`src/rtl/fg_pkg.sv`:
```
package fg_pkg;
  typedef enum logic [1:0] {
    TMR_IDLE  = 2'd0,
    TMR_DELAY = 2'd1,
    TMR_PULSE = 2'd2,
    TMR_DONE  = 2'd3
  } tmr_state_e;

  localparam int unsigned REG_W = 8;
endpackage

```
`src/rtl/fg_ctrl_reg.sv`:
```
module fg_ctrl_reg
  import fg_pkg::*;
(
  input  logic             clk,
  input  logic             rst_n,
  input  logic             sel,
  input  logic             wr,
  input  logic             rd,
  input  logic [1:0]       wdata_lo,
  output logic             gate_bit,
  output logic             req_bit,
  output logic [REG_W-1:0] rdata
);
  logic gate_d, req_d;
  logic wr_en;

  assign wr_en = sel & wr;

  always_comb begin
    gate_d = gate_bit;
    req_d  = req_bit;
    if (wr_en) begin
      gate_d = wdata_lo[1];
      req_d  = wdata_lo[0];
    end
  end

  always_ff @(posedge clk or negedge rst_n) begin
    if (!rst_n) begin
      gate_bit <= 1'b0;
      req_bit  <= 1'b0;
    end else begin
      gate_bit <= gate_d;
      req_bit  <= req_d;
    end
  end

  always_comb begin
    rdata = '0;
    if (sel && rd) rdata = {{(REG_W-2){1'b0}}, gate_bit, req_bit};
  end
endmodule

```
`src/rtl/fg_pulse_timer.sv`:
```
module fg_pulse_timer
  import fg_pkg::*;
#(
  parameter int unsigned DELAY_CYC = 14,
  parameter int unsigned PULSE_CYC = 6
) (
  input  logic clk,
  input  logic rst_n,
  input  logic req_bit,
  output logic pulse_n
);
  localparam int unsigned MAX_CYC = (DELAY_CYC > PULSE_CYC) ? DELAY_CYC : PULSE_CYC;
  localparam int unsigned CW      = (MAX_CYC > 1) ? $clog2(MAX_CYC) : 1;
  localparam logic [CW-1:0] DLY_LOAD = CW'(DELAY_CYC - 1);
  localparam logic [CW-1:0] PLS_LOAD = CW'(PULSE_CYC - 1);

  tmr_state_e     state_q, state_d;
  logic [CW-1:0]  cnt_q, cnt_d;
  logic           cnt_zero;

  assign cnt_zero = (cnt_q == '0);

  always_comb begin
    state_d = state_q;
    cnt_d   = cnt_q;
    unique case (state_q)
      TMR_IDLE: begin
        if (req_bit) begin
          state_d = TMR_DELAY;
          cnt_d   = DLY_LOAD;
        end
      end
      TMR_DELAY: begin
        if (cnt_zero) begin
          state_d = TMR_PULSE;
          cnt_d   = PLS_LOAD;
        end else begin
          cnt_d = cnt_q - 1'b1;
        end
      end
      TMR_PULSE: begin
        if (cnt_zero) state_d = TMR_DONE;
        else          cnt_d   = cnt_q - 1'b1;
      end
      TMR_DONE: begin
        if (!req_bit) state_d = TMR_IDLE;
      end
      default: state_d = TMR_IDLE;
    endcase
  end

  always_ff @(posedge clk or negedge rst_n) begin
    if (!rst_n) begin
      state_q <= TMR_IDLE;
      cnt_q   <= '0;
    end else begin
      state_q <= state_d;
      cnt_q   <= cnt_d;
    end
  end

  assign pulse_n = (state_q != TMR_PULSE);
endmodule

```
`src/rtl/fg_out_merge.sv`:
```
module fg_out_merge (
  input  logic kbc_gate,
  input  logic gate_bit,
  input  logic kbc_rst_n,
  input  logic alt_rst_n,
  input  logic route_en,
  input  logic pol,
  output logic a20_mask,
  output logic cpu_rst
);
  logic alt_part_n, comb_n;

  assign a20_mask   = kbc_gate | gate_bit;
  assign alt_part_n = route_en ? alt_rst_n : 1'b1;
  assign comb_n     = kbc_rst_n & alt_part_n;
  assign cpu_rst    = pol ? ~comb_n : comb_n;
endmodule

```
`src/rtl/fastgate_ctrl.sv`:
```
module fastgate_ctrl
  import fg_pkg::*;
#(
  parameter int unsigned CLK_MHZ  = 33,
  parameter int unsigned DELAY_US = 14,
  parameter int unsigned PULSE_US = 6
) (
  input  logic             clk,
  input  logic             rst_n,
  input  logic             bus_sel,
  input  logic             bus_wr,
  input  logic             bus_rd,
  input  logic [7:0]       bus_wdata,
  output logic [7:0]       bus_rdata,
  input  logic             kbc_gate_i,
  input  logic             kbc_rst_n_i,
  input  logic             rst_route_en_i,
  input  logic             rst_pol_i,
  output logic             a20_mask_o,
  output logic             alt_rst_n_o,
  output logic             cpu_rst_o
);
  localparam int unsigned DELAY_CYC = DELAY_US * CLK_MHZ;
  localparam int unsigned PULSE_CYC = PULSE_US * CLK_MHZ;

  logic [1:0] rst_sync_q;
  logic       rst_sync_n;
  logic       gate_bit, req_bit;
  logic       unused_wdata_hi;

  always_ff @(posedge clk or negedge rst_n) begin
    if (!rst_n) rst_sync_q <= 2'b00;
    else        rst_sync_q <= {rst_sync_q[0], 1'b1};
  end
  assign rst_sync_n = rst_sync_q[1];

  assign unused_wdata_hi = ^bus_wdata[7:2];

  fg_ctrl_reg u_reg (
    .clk      (clk),
    .rst_n    (rst_sync_n),
    .sel      (bus_sel),
    .wr       (bus_wr),
    .rd       (bus_rd),
    .wdata_lo (bus_wdata[1:0]),
    .gate_bit (gate_bit),
    .req_bit  (req_bit),
    .rdata    (bus_rdata)
  );

  fg_pulse_timer #(
    .DELAY_CYC (DELAY_CYC),
    .PULSE_CYC (PULSE_CYC)
  ) u_tmr (
    .clk     (clk),
    .rst_n   (rst_sync_n),
    .req_bit (req_bit),
    .pulse_n (alt_rst_n_o)
  );

  fg_out_merge u_merge (
    .kbc_gate  (kbc_gate_i),
    .gate_bit  (gate_bit),
    .kbc_rst_n (kbc_rst_n_i),
    .alt_rst_n (alt_rst_n_o),
    .route_en  (rst_route_en_i),
    .pol       (rst_pol_i),
    .a20_mask  (a20_mask_o),
    .cpu_rst   (cpu_rst_o)
  );
endmodule

```
`config.mk`:
```
export PLATFORM = sky130hd
export DESIGN_NAME = fastgate_ctrl
export DESIGN_NICKNAME = d
export VERILOG_FILES = /design/src/rtl/fg_pkg.sv /design/src/rtl/fg_ctrl_reg.sv /design/src/rtl/fg_pulse_timer.sv /design/src/rtl/fg_out_merge.sv /design/src/rtl/fastgate_ctrl.sv
export SDC_FILE = /design/constraint.sdc
export NUM_CORES = 1
export LEC_CHECK = 0
export ABC_AREA = 1
export BUFFER_PORTS_ARGS = -buffer_cell sky130_fd_sc_hd__buf_2
export CORE_AREA = 4 4 60 62
export DETAILED_ROUTE_END_ITERATION = 8
export DIE_AREA = 0 0 64 66
export SYNTH_ARGS = -nofsm -noshare
export SYNTH_HDL_FRONTEND = slang
export SYNTH_SLANG_ARGS = --single-unit
```
`constraint.sdc`:
```
create_clock -name clk -period 1.2 [get_ports clk]
set_input_delay 0.06 -clock clk [delete_from_list [all_inputs] [get_ports clk]]
set_output_delay 0.06 -clock clk [all_outputs]
set_load 0.1 [all_outputs]
```
# ---- Yosys cells after proc, flatten, opt, wreduce, memory -nomap -nowiden
# Cells that the tools add are included.
dict set report word_totals {
  register_bits 15
  inputBits 17
  out_inout_bits 11
}
dict set report op_classes {
  addsub 1
  eq_ne 9
  mux 12
  bitwise 4
  n_reduce_logical 6
}
# cell n
set ops {}
lappend ops {{9-bit 2-to-1 mux} 3}
lappend ops {{9-bit case mux with 3 select lines} 1}
lappend ops {{2-bit 2-to-1 mux} 5}
lappend ops {{9-bit zero test} 1}
lappend ops {{9-bit by 1-bit subtractor with 9-bit output (second input constant)} 1}
lappend ops {{2-bit inequality test (second input constant)} 4}
lappend ops {{2-bit case mux with 4 select lines} 1}
lappend ops {{2-bit == test (second input constant)} 2}
lappend ops {{2-bit by 1-bit inequality test with 1-bit output (second input constant)} 2}
lappend ops {{4-bit AND reduction} 1}
lappend ops {{3-bit AND reduction} 1}
lappend ops {{3-bit nonzero test} 1}
lappend ops {{1-bit bitwise AND} 2}
lappend ops {{2-bit by 1-bit == test with 1-bit output (second input constant)} 1}
lappend ops {{2-bit zero test} 1}
lappend ops {{1-bit 2-to-1 mux} 2}
lappend ops {{1-bit logical AND} 1}
lappend ops {{1-bit inverter} 1}
lappend ops {{1-bit bitwise OR} 1}

# ---- Logic depth before layout (Yosys ltp)
# Gate-level depths: netlist of run 1.
dict set report logic_depth {
  ltp_word 5
  depth_mapped 11
  mapped_depth_nobuf 11
}

# ---- Modules after synthesis
# From an unflattened synthesis of run 1, not the netlist that was laid out.
dict set report unflattened {
  cells_unflattened 146
  area_unflattened_um2 1061.0
}
# module n_inst cells_per_inst area_per_inst_um2 seq_area_each_um2
set by_module_without_submodules {}
lappend by_module_without_submodules {fg_pulse_timer 1 114 824.5 275.3}
lappend by_module_without_submodules {fg_ctrl_reg 1 21 146.4 50.0}
lappend by_module_without_submodules {fastgate_ctrl 1 3 53.8 50.0}
lappend by_module_without_submodules {fg_out_merge 1 8 36.3 0.0}

# ---- Worst setup path after synthesis of run 1
# OpenSTA, ideal clock, no wires.
dict set report synth_path {
  path_type {flip-flop to output port}
  startpoint {register u_tmr.state_q[0]}
  endpoint {output port cpu_rst_o}
  t_arrival_ps 2425
  required_time_ps 1140
  path_slack_ps -1285
  path_stages_with_launch 6
  n_path_buf 0
  path_cell_list {dfrtp_1 -> inv_1 -> ha_1 -> nand2_1 -> nand2_1 -> xnor2_1}
}
dict set report synth_between {
  elab_chain_len 5
}
# item line
set synth_rtl {}
lappend synth_rtl {{start, declared} fg_pulse_timer.sv:17} ;# tmr_state_e state_q, state_d;
lappend synth_rtl {{start signal, assigned} fg_pulse_timer.sv:57} ;# state_q <= state_d;
lappend synth_rtl {{2-bit inequality test (*)} fg_pulse_timer.sv:62} ;# assign pulse_n = (state_q != TMR_PULSE);
lappend synth_rtl {{1-bit 2-to-1 mux (*)} fg_out_merge.sv:14} ;# assign alt_part_n = route_en ? alt_rst_n : 1'b1;
lappend synth_rtl {{1-bit bitwise AND (*)} fg_out_merge.sv:15} ;# assign comb_n = kbc_rst_n & alt_part_n;
lappend synth_rtl {{1-bit inverter} fg_out_merge.sv:16} ;# assign cpu_rst = pol ? ~comb_n : comb_n;
lappend synth_rtl {{1-bit 2-to-1 mux (*)} fg_out_merge.sv:16}
lappend synth_rtl {{end, declared} fastgate_ctrl.sv:21} ;# output logic cpu_rst_o
# Every way passes the cells marked *; elsewhere a longest branch is shown, timed or not.

# ---- Final worst setup path of run 1
# Ends and elaborated chain as after synthesis.

==> impl_results.md, run 1 <==
* Clock root cell: clkbuf_4
* Leakage power total at 0.943 nW
* Total CTS buffers at 3
* Slowest stage delay, CP at ~410 ps
* Outcome: complete, but fails checks
* Number of global-route vias before repair at 1125
* Synth Register Bits at 15
* Clock Latency Late Sink at 300 ps
* Non-filler cells, final at ~250
* Clk buf depth at 2
* Hold WS at 52.7 ps
* Synth Instances at 135
* Worst Setup End Kind: output pin
* Inst Count DP at 222
* Synth warnings at 0
* Clock network power share at roughly 5.6%
* Unrepaired setup endpoints after global routing: yes
* Sw power at 2.58 mW
* Failing checks: setup timing
* Buf/Inv on CP at 3
* WL per Instance at ~14 µm
* HPWL Detailed at 2070 µm
* First-pass GRT wire length at 5070 µm
* Delay-heaviest family, CP: flip-flops
* Syn_area_per_cell at 7.79 µm²
* Hold Fails Final Rpt at 0
* CTS tree: yes
* Largest family of logic cells by synthesized area: simple AND/OR/NAND/NOR gates
* Switch share at a little under half
* Initial antenna violation count at 0
* Post-route setup TNS at -4560 ps
* R2r setup slk at -370 ps
* Synth Area in Adders at 9.52%
* Sequential share of the synthesized area at 35.7%
* Vias at ~1200
* Std-Cell Rows at 20
* DRC viols at 0
* R2R Path Start: u_tmr.state_q[1]
* CP Max Fanout at 4
* Mux share of post-synthesis cell area at under 10%
* Worst-Margin Slew at 554 ps
* Syn-to-layout area delta at 87.7%
* Grt total ovfl at 0
* Pwr Density at 2770 nW/µm²
* Setup WS post-layout at -377 ps
* Combinational power share at between 70 and 80%
* Via density at 4.64
* Share of layout cells above drive strength 1 at 64.7%
* Routed WL at 3460 µm
* Relative slew slack at a little over three fifths
* H-tree levels at 1
* IO Pins at 28
* Largest net degree at the start of global routing at 14
* Compound-gate portion of the synthesized area at 10.1%
* Worst Path Arrival at around 1500 ps
* Filler cell count at between 200 and 250
* Library cells used by synthesis at 25
* Critical Path Most Common Cell: nand2_4
* Number of detailed-routing iterations run before antenna repair at 4
* Critical path required time at 1140 ps
* Internal power at 2.88 mW
* Clock slew at reported path FFs at 90 ps
* GRT Overall Usage at 15.3%
* Starting Density at between 30% and 40%
* CP Cell Sequence: inv_2, buf_6, ha_4, nand2_4, nand2_4, xnor2_4, buf_12
* Reg2reg end: u_tmr.cnt_q[4]
* Fmax at 634 MHz
* Max Slew Vio Count at 0
* Max-cap viol count at 0
* Die width at 64 µm
* Clock Sink Count at 15
* Count of final setup violators at 13
* Maximum VDD drop at 1410 µV
* Remaining antenna violation count after routing at 0
* R2R depth at 12
* Port-buffer cells at 15
* Die area at 4220 µm²
* XOR/XNOR Fraction of Synth Area at 2.50%
* Core footprint at 3030 µm²
* Min Clock Period, post-route at 1580 ps
* N_diodes at 0
* Iter 0 DRT Violations at 31
* Critical path class: reg2out
* Worst setup SP type: flip-flop
* Hold Crit Class: in2async
* Simple-Gate Fraction of Synth Area at approximately 28%
* Ratio of final minimum period to clock period at 131%
* Clock skew at about 1.5 ps
* Die Y at 66 µm
* Util after Layout at 65.2%
* Synth Cell Area at 1050 µm²
* GP Congestion at 0.872
* Power Total at ~5.5 mW
* Crit-path slowest cell: dfrtp_1
* Fin nets at 230
* Flop pwr share at 14.5%
## synth_stat cells (all sizes together)
library cell / n / share of area, %
nand2: 31 / 13
buf: 6 / 4.3
nor2: 19 / 8.0
a21oi: 3 / 1.4
ha: 8 / 9.5
or2: 1 / 0.60
xor2: 1 / 0.83
a22oi: 4 / 2.9
o21a: 1 / 0.71
inv: 19 / 6.8
mux2: 2 / 2.1
dfrtp: 15 / 36
o21ai: 10 / 5.1
xnor2: 2 / 1.7
and3: 2 / 1.2
nand3: 9 / 5.2
conb: 2 / 0.71
## power groups by stage
| stage | clock network, mW | registers [mW] | logic [mW] |
|---|---|---|---|
| finish | 0.306 | 0.790 | 4.37 |
| global route | 0.330 | 0.811 | 4.66 |
| detailed placement | 0 | 0.804 | 2.75 |
| global placement | 0 | 0.792 | 2.70 |
| floorplan | 0 | 0.815 | 1.65 |
| CTS | 0.310 | 0.784 | 3.78 |
## state kept, by name, summed over array words and instances (netlist names)
register / count
u_tmr.cnt_q: 9
rst_sync_q: 2
u_tmr.state_q: 2
u_reg.gate_bit: 1
u_reg.req_bit: 1
## per-stage QoR
step | cell area, µm² | setup WS, ps
2_1_floorplan | 1130 | -454
3_3_place_gp | 1490 | -261
3_5_place_dp | 1490 | -324
4_1_cts | 1850 | -368
5_1_grt | 1970 | -443
6_report | 1970 | -377
## worst reg2reg max path: cells and delay by family (launching register included)
kind	cells	cell delay (ps)
AOI/OAI and AO/OA	1	60
adders and majority gates	1	140
buffers and inverters	6	520
DFF	1	420
and+or+nand+nor	4	350
## routing by layer
metal	GRT usage [%]	up-vias	share of wire [%]
li1	-	553	-
met1	17.7	546	40
met2	28.0	37	52
met3	1.36	15	3.7
met4	7.55	0	3.7
met5	0	-	0
## cell families after synthesis
family	count (synthesis)
adder cells (fa/ha/maj)	8
buffers and inverters	25
AND/OR/NAND/NOR	62
multiplexers	2
other	2
AO/OA/AOI/OAI	18
flip-flops	15
XOR/XNOR	3
## layout make-up
cell class	instances	area, µm²	share of cell area [%]
clock buffers	3	22.5	1.14
clock inverters	1	5.00	0.254
inverters	19	87.6	4.44
multi-input cells	100	835	42.3
flip-flops and latches	15	375	19.0
well taps	44	55.1	2.79
repair buffers	66	593	30.1
## how the worst max path moves through the flow
stage | start | endpoint | cells after the start
after global routing | u_tmr.state_q[0] | cpu_rst_o | 7
after global placement | u_tmr.state_q[0] | u_tmr.cnt_q[7] | 10
after CTS | u_tmr.state_q[0] | cpu_rst_o | 7
after floorplan | u_tmr.state_q[0] | u_tmr.cnt_q[1] | 8
final | u_tmr.state_q[0] | cpu_rst_o | 7
after detailed placement | u_tmr.state_q[0] | u_tmr.cnt_q[7] | 10
## placed cells by master, fill, tap and decap left out, types with 2 or more instances in the layout
| master | netlist | layout |
|---|---|---|
| nand3_2 | 2 | 3 |
| nor2_1 | 16 | 8 |
| nand3_4 | 0 | 2 |
| a21oi_2 | 0 | 2 |
| nand3_1 | 7 | 4 |
| inv_4 | 0 | 2 |
| o21ai_2 | 1 | 7 |
| nor2_2 | 2 | 3 |
| o21ai_0 | 4 | 2 |
| inv_2 | 8 | 10 |
| ha_2 | 0 | 2 |
| buf_6 | 0 | 14 |
| ha_1 | 8 | 2 |
| nor2_4 | 1 | 8 |
| mux2_2 | 2 | 2 |
| inv_1 | 11 | 5 |
| buf_2 | 0 | 10 |
| dlygate4sd3_1 | 0 | 3 |
| nand2_2 | 6 | 4 |
| buf_12 | 0 | 5 |
| conb_1 | 2 | 7 |
| buf_4 | 6 | 34 |
| clkbuf_4 | 0 | 3 |
| dfrtp_1 | 15 | 15 |
| a22oi_2 | 0 | 4 |
| ha_4 | 0 | 4 |
| nand2_4 | 1 | 7 |
| nand2_1 | 24 | 20 |
## timing repair
item                                    CTS  global route
resized for setup                        52            22
endpoints found under the setup margin   15            15
pin swaps                                16            12
hold buffers                              3             0
hold endpoints to repair                  4             0
setup buffers                            13             6
Power figures use the tool's default switching activity.
==> inputs of run 2 (changes only) <==
- CORE_AREA: 4 4 60 62 -> 4 4 51 53
- DIE_AREA: 0 0 64 66 -> 0 0 55 57
- PLACE_DENSITY: default -> 0.75
- SETUP_SLACK_MARGIN: default -> 0.2
==> run 2 against run 1 <==
  * Hold slack got worse by 44 ps
  * Sequential share of layout area increased by 1.1 points
  * The flow still finishes with violations (setup timing)
  * Final cell count fell by 12%
  * Sequential power grew 4.3%
  * Wire length increased by 19%
  * First-iteration DRC count grew 97%
  * Global-route usage grew 9.8 points
  * Via count rose by 5.8%
  * Largest cell class unchanged
  * Non-clock buffer count fell by 14
  * Sequential cell count unchanged
  * Utilization grew 22 points
  * Critical endpoint is now u_tmr.cnt_q[7]
  * Critical path depth increased by 3
==> impl_results.md, run 2 (same netlist as run 1, synthesis figures left out) <==
* Outcome: complete, but fails checks
* Failing checks: setup timing
* Highest metal used: met4
* Die Y at 57 µm (-14%)
* Final instance area at 1860 µm² (-5.5%)
* WL met1 at 1450 µm (+4.3%)
* Max FFs per register at 9 (unchanged)
* Most common cell after layout, fill and taps aside: buf_4
* Initial antenna violation count at 0 (unchanged)
* Relative slew slack at 61.9% (-1.1 points)
* WL per Instance at 18.9 µm (+36%)
* Buf/Inv on CP at 3 (unchanged)
* Max Slew Vio Count at 0 (unchanged)
* Die area at 3140 µm² (-26%)
* Pwr Density at 2910 nW/µm² (+5.2%)
* Register Area at 375 µm² (unchanged)
* Clock slew at reported path FFs at 100 ps (about the same)
* Fmax at 603 MHz (-4.9%)
* First-pass GRT wire length at 5600 µm (+10%)
* Critical Path Most Common Cell: buf_6
* Inst Count DP at 204 (-8.1%)
* Biggest regs: u_tmr.cnt_q x9, rst_sync_q x2, u_tmr.state_q x2
* Leakage power total at 0.901 nW (-4.4%)
* Grt total ovfl at 0 (unchanged)
* Util after Layout at 86.8% (+22 points)
* Number of detailed-routing iterations run before antenna repair at 4 (unchanged)
* Die width at 55 µm (-14%)
* HPWL Detailed at 2100 µm (+1.4%)
* CTS tree: yes
* Total CTS buffers at 3 (unchanged)
* Setup WS post-layout at -458 ps (-80.9 ps)
* GRT Overall Usage at 25.1% (+9.8 points)
* Share of layout cells above drive strength 1 at 61.6% (-3.1 points)
* CP Cell Sequence: inv_2, buf_6, ha_4, buf_6, nand3_4, nand2_4, nor2_4, nand2_2, nor2_2, nor2_1
* Critical path class: reg2reg
* Starting Density at 48.9% (+14 points)
* Worst Setup End Kind: flip-flop
* IO Pins at 28 (unchanged)
* Worst setup SP type: flip-flop
* Clock root cell: clkbuf_4
* Multi-input logic area at 845 µm² (+1.2%)
* Pre-CTS setup slack at -327 ps (-3.45 ps)
* Remaining antenna violation count after routing at 0 (unchanged)
* N_diodes at 0 (unchanged)
* GP Congestion at 0.862 (-1.1%)
* Unrepaired setup endpoints after global routing: yes
* Vias at 1218 (+5.8%)
* Fin nets at 216 (-6.1%)
* Critical path required time at 1380 ps (+240 ps)
* Clock Sink Count at 15 (unchanged)
* Filler cell count at 95 (-57%)
* Core footprint at 2150 µm² (-29%)
* Max-cap viol count at 0 (unchanged)
* Crit-path slowest cell: dfrtp_1
* Clk buf depth at 2 (unchanged)
* Top reg by flops: u_tmr.cnt_q
* Number of global-route vias before repair at 1237 (+10%)
* Maximum VDD drop at 2030 µV (+44%)
* Worst-Margin Slew at 571 ps (+16.9 ps)
* Most frequent cells in the layout: buf_4, nand2_1, dfrtp_1
* Via density at 5.59 (+20%)
* Clock Latency Late Sink at 290 ps (about the same)
* Met3 WL at 255 µm (+99%)
* Std-Cell Rows at 17 (-15%)
* Port-buffer cells at 15 (unchanged)
* Non-filler cells, final at 218 (-12%)
* Clock skew at 13.2 ps (+11.7 ps)
* Min Clock Period, post-route at 1660 ps (+80.9 ps)
* Power Total at 5.43 mW (-0.60%)
* Syn-to-layout area delta at 77.4%
* Ratio of final minimum period to clock period at 138% (+6.7 points)
* DRC viols at 0 (unchanged)
* Hold Fails Final Rpt at 0 (unchanged)
* Largest net degree at the start of global routing at 14 (unchanged)
* H-tree levels at 1 (unchanged)
* Met2 wire length at 2230 µm (+23%)
* Routed WL at 4130 µm (+19%)
* Count of final setup violators at 13 (unchanged)
* Hold Crit Class: in2reg
* Dpl cell area at 1470 µm² (-1.4%)
* Delay-heaviest family, CP: simple AND/OR/NAND/NOR gates
* Iter 0 DRT Violations at 61 (+97%)
* Slowest stage delay, CP at 420 ps (about the same)
* Worst Path Arrival at 1840 ps (+320 ps)
* CP Max Fanout at 4 (unchanged)
run 2: cell count changes in the layout (fill, tap and decap cells not counted), moves of 2 or more:
cell / before / now
ha_2: 2 / 0
ha_1: 2 / 4
a21oi_4: 0 / 2
nor2_2: 3 / 5
a21oi_2: 2 / 0
nand2_1: 20 / 17
nor2_4: 8 / 5
buf_4: 34 / 25
buf_6: 14 / 8
dlygate4sd3_1: 3 / 1
buf_12: 5 / 8
nand2_4: 7 / 9
run 2: final cells by class:
cell class	count	share of cell area (%)
multi-input cells	100	45.3
inverters	19	4.56
clock buffers	4	1.41
well taps	28	1.88
flip-flops and latches	15	20.1
repair buffers	52	26.7
run 2: timing repair:
action                                  4_1_cts  5_1_grt
endpoints found under the setup margin       16       17
buffers inserted                              7        2
resized for setup                            44       23
pin swaps                                    15       18
endpoints found under the hold margin         2        0
hold buffers                                  1        0
cloned                                        0        0
run 2: per-stage QoR:
stage | hold WS [ps] | TNS, ps
6_report | 8.95 | -5180
5_1_grt | 5.96 | -5640
4_1_cts | 7.97 | -3120
3_5_place_dp | -154 | -2760
3_3_place_gp | -156 | -2150
2_1_floorplan | -236 | -3420
run 2: per-layer routing:
metal	up-vias	GRT usage, %
met5	-	0
met3	26	3.92
met1	573	26.1
li1	524	-
met2	95	42.9
met4	0	19.4
run 2: path summary, 6_finish.rpt:
kind,from,end,slack [ps],depth (start not counted)
hold / removal,bus_wdata[1],u_reg.gate_bit,9,2
min in group asynchronous,rst_n,rst_sync_q[0],80,2
max in group asynchronous,rst_sync_q[1],u_tmr.cnt_q[5],590,0
setup / recovery,u_tmr.state_q[0],u_tmr.cnt_q[7],-460,10
setup reg to reg,u_tmr.state_q[0],u_tmr.cnt_q[7],-460,10
hold reg to reg,rst_sync_q[1],u_tmr.cnt_q[1],220,0
run 2: power breakdown:
group	internal (mW)	total (mW)	switching (mW)	leakage (nW)
logic	1.91	4.31	2.40	0.709
registers	0.675	0.824	0.149	0.177
clock network	0.129	0.291	0.162	0.0150
total	2.72	5.43	2.71	0.901
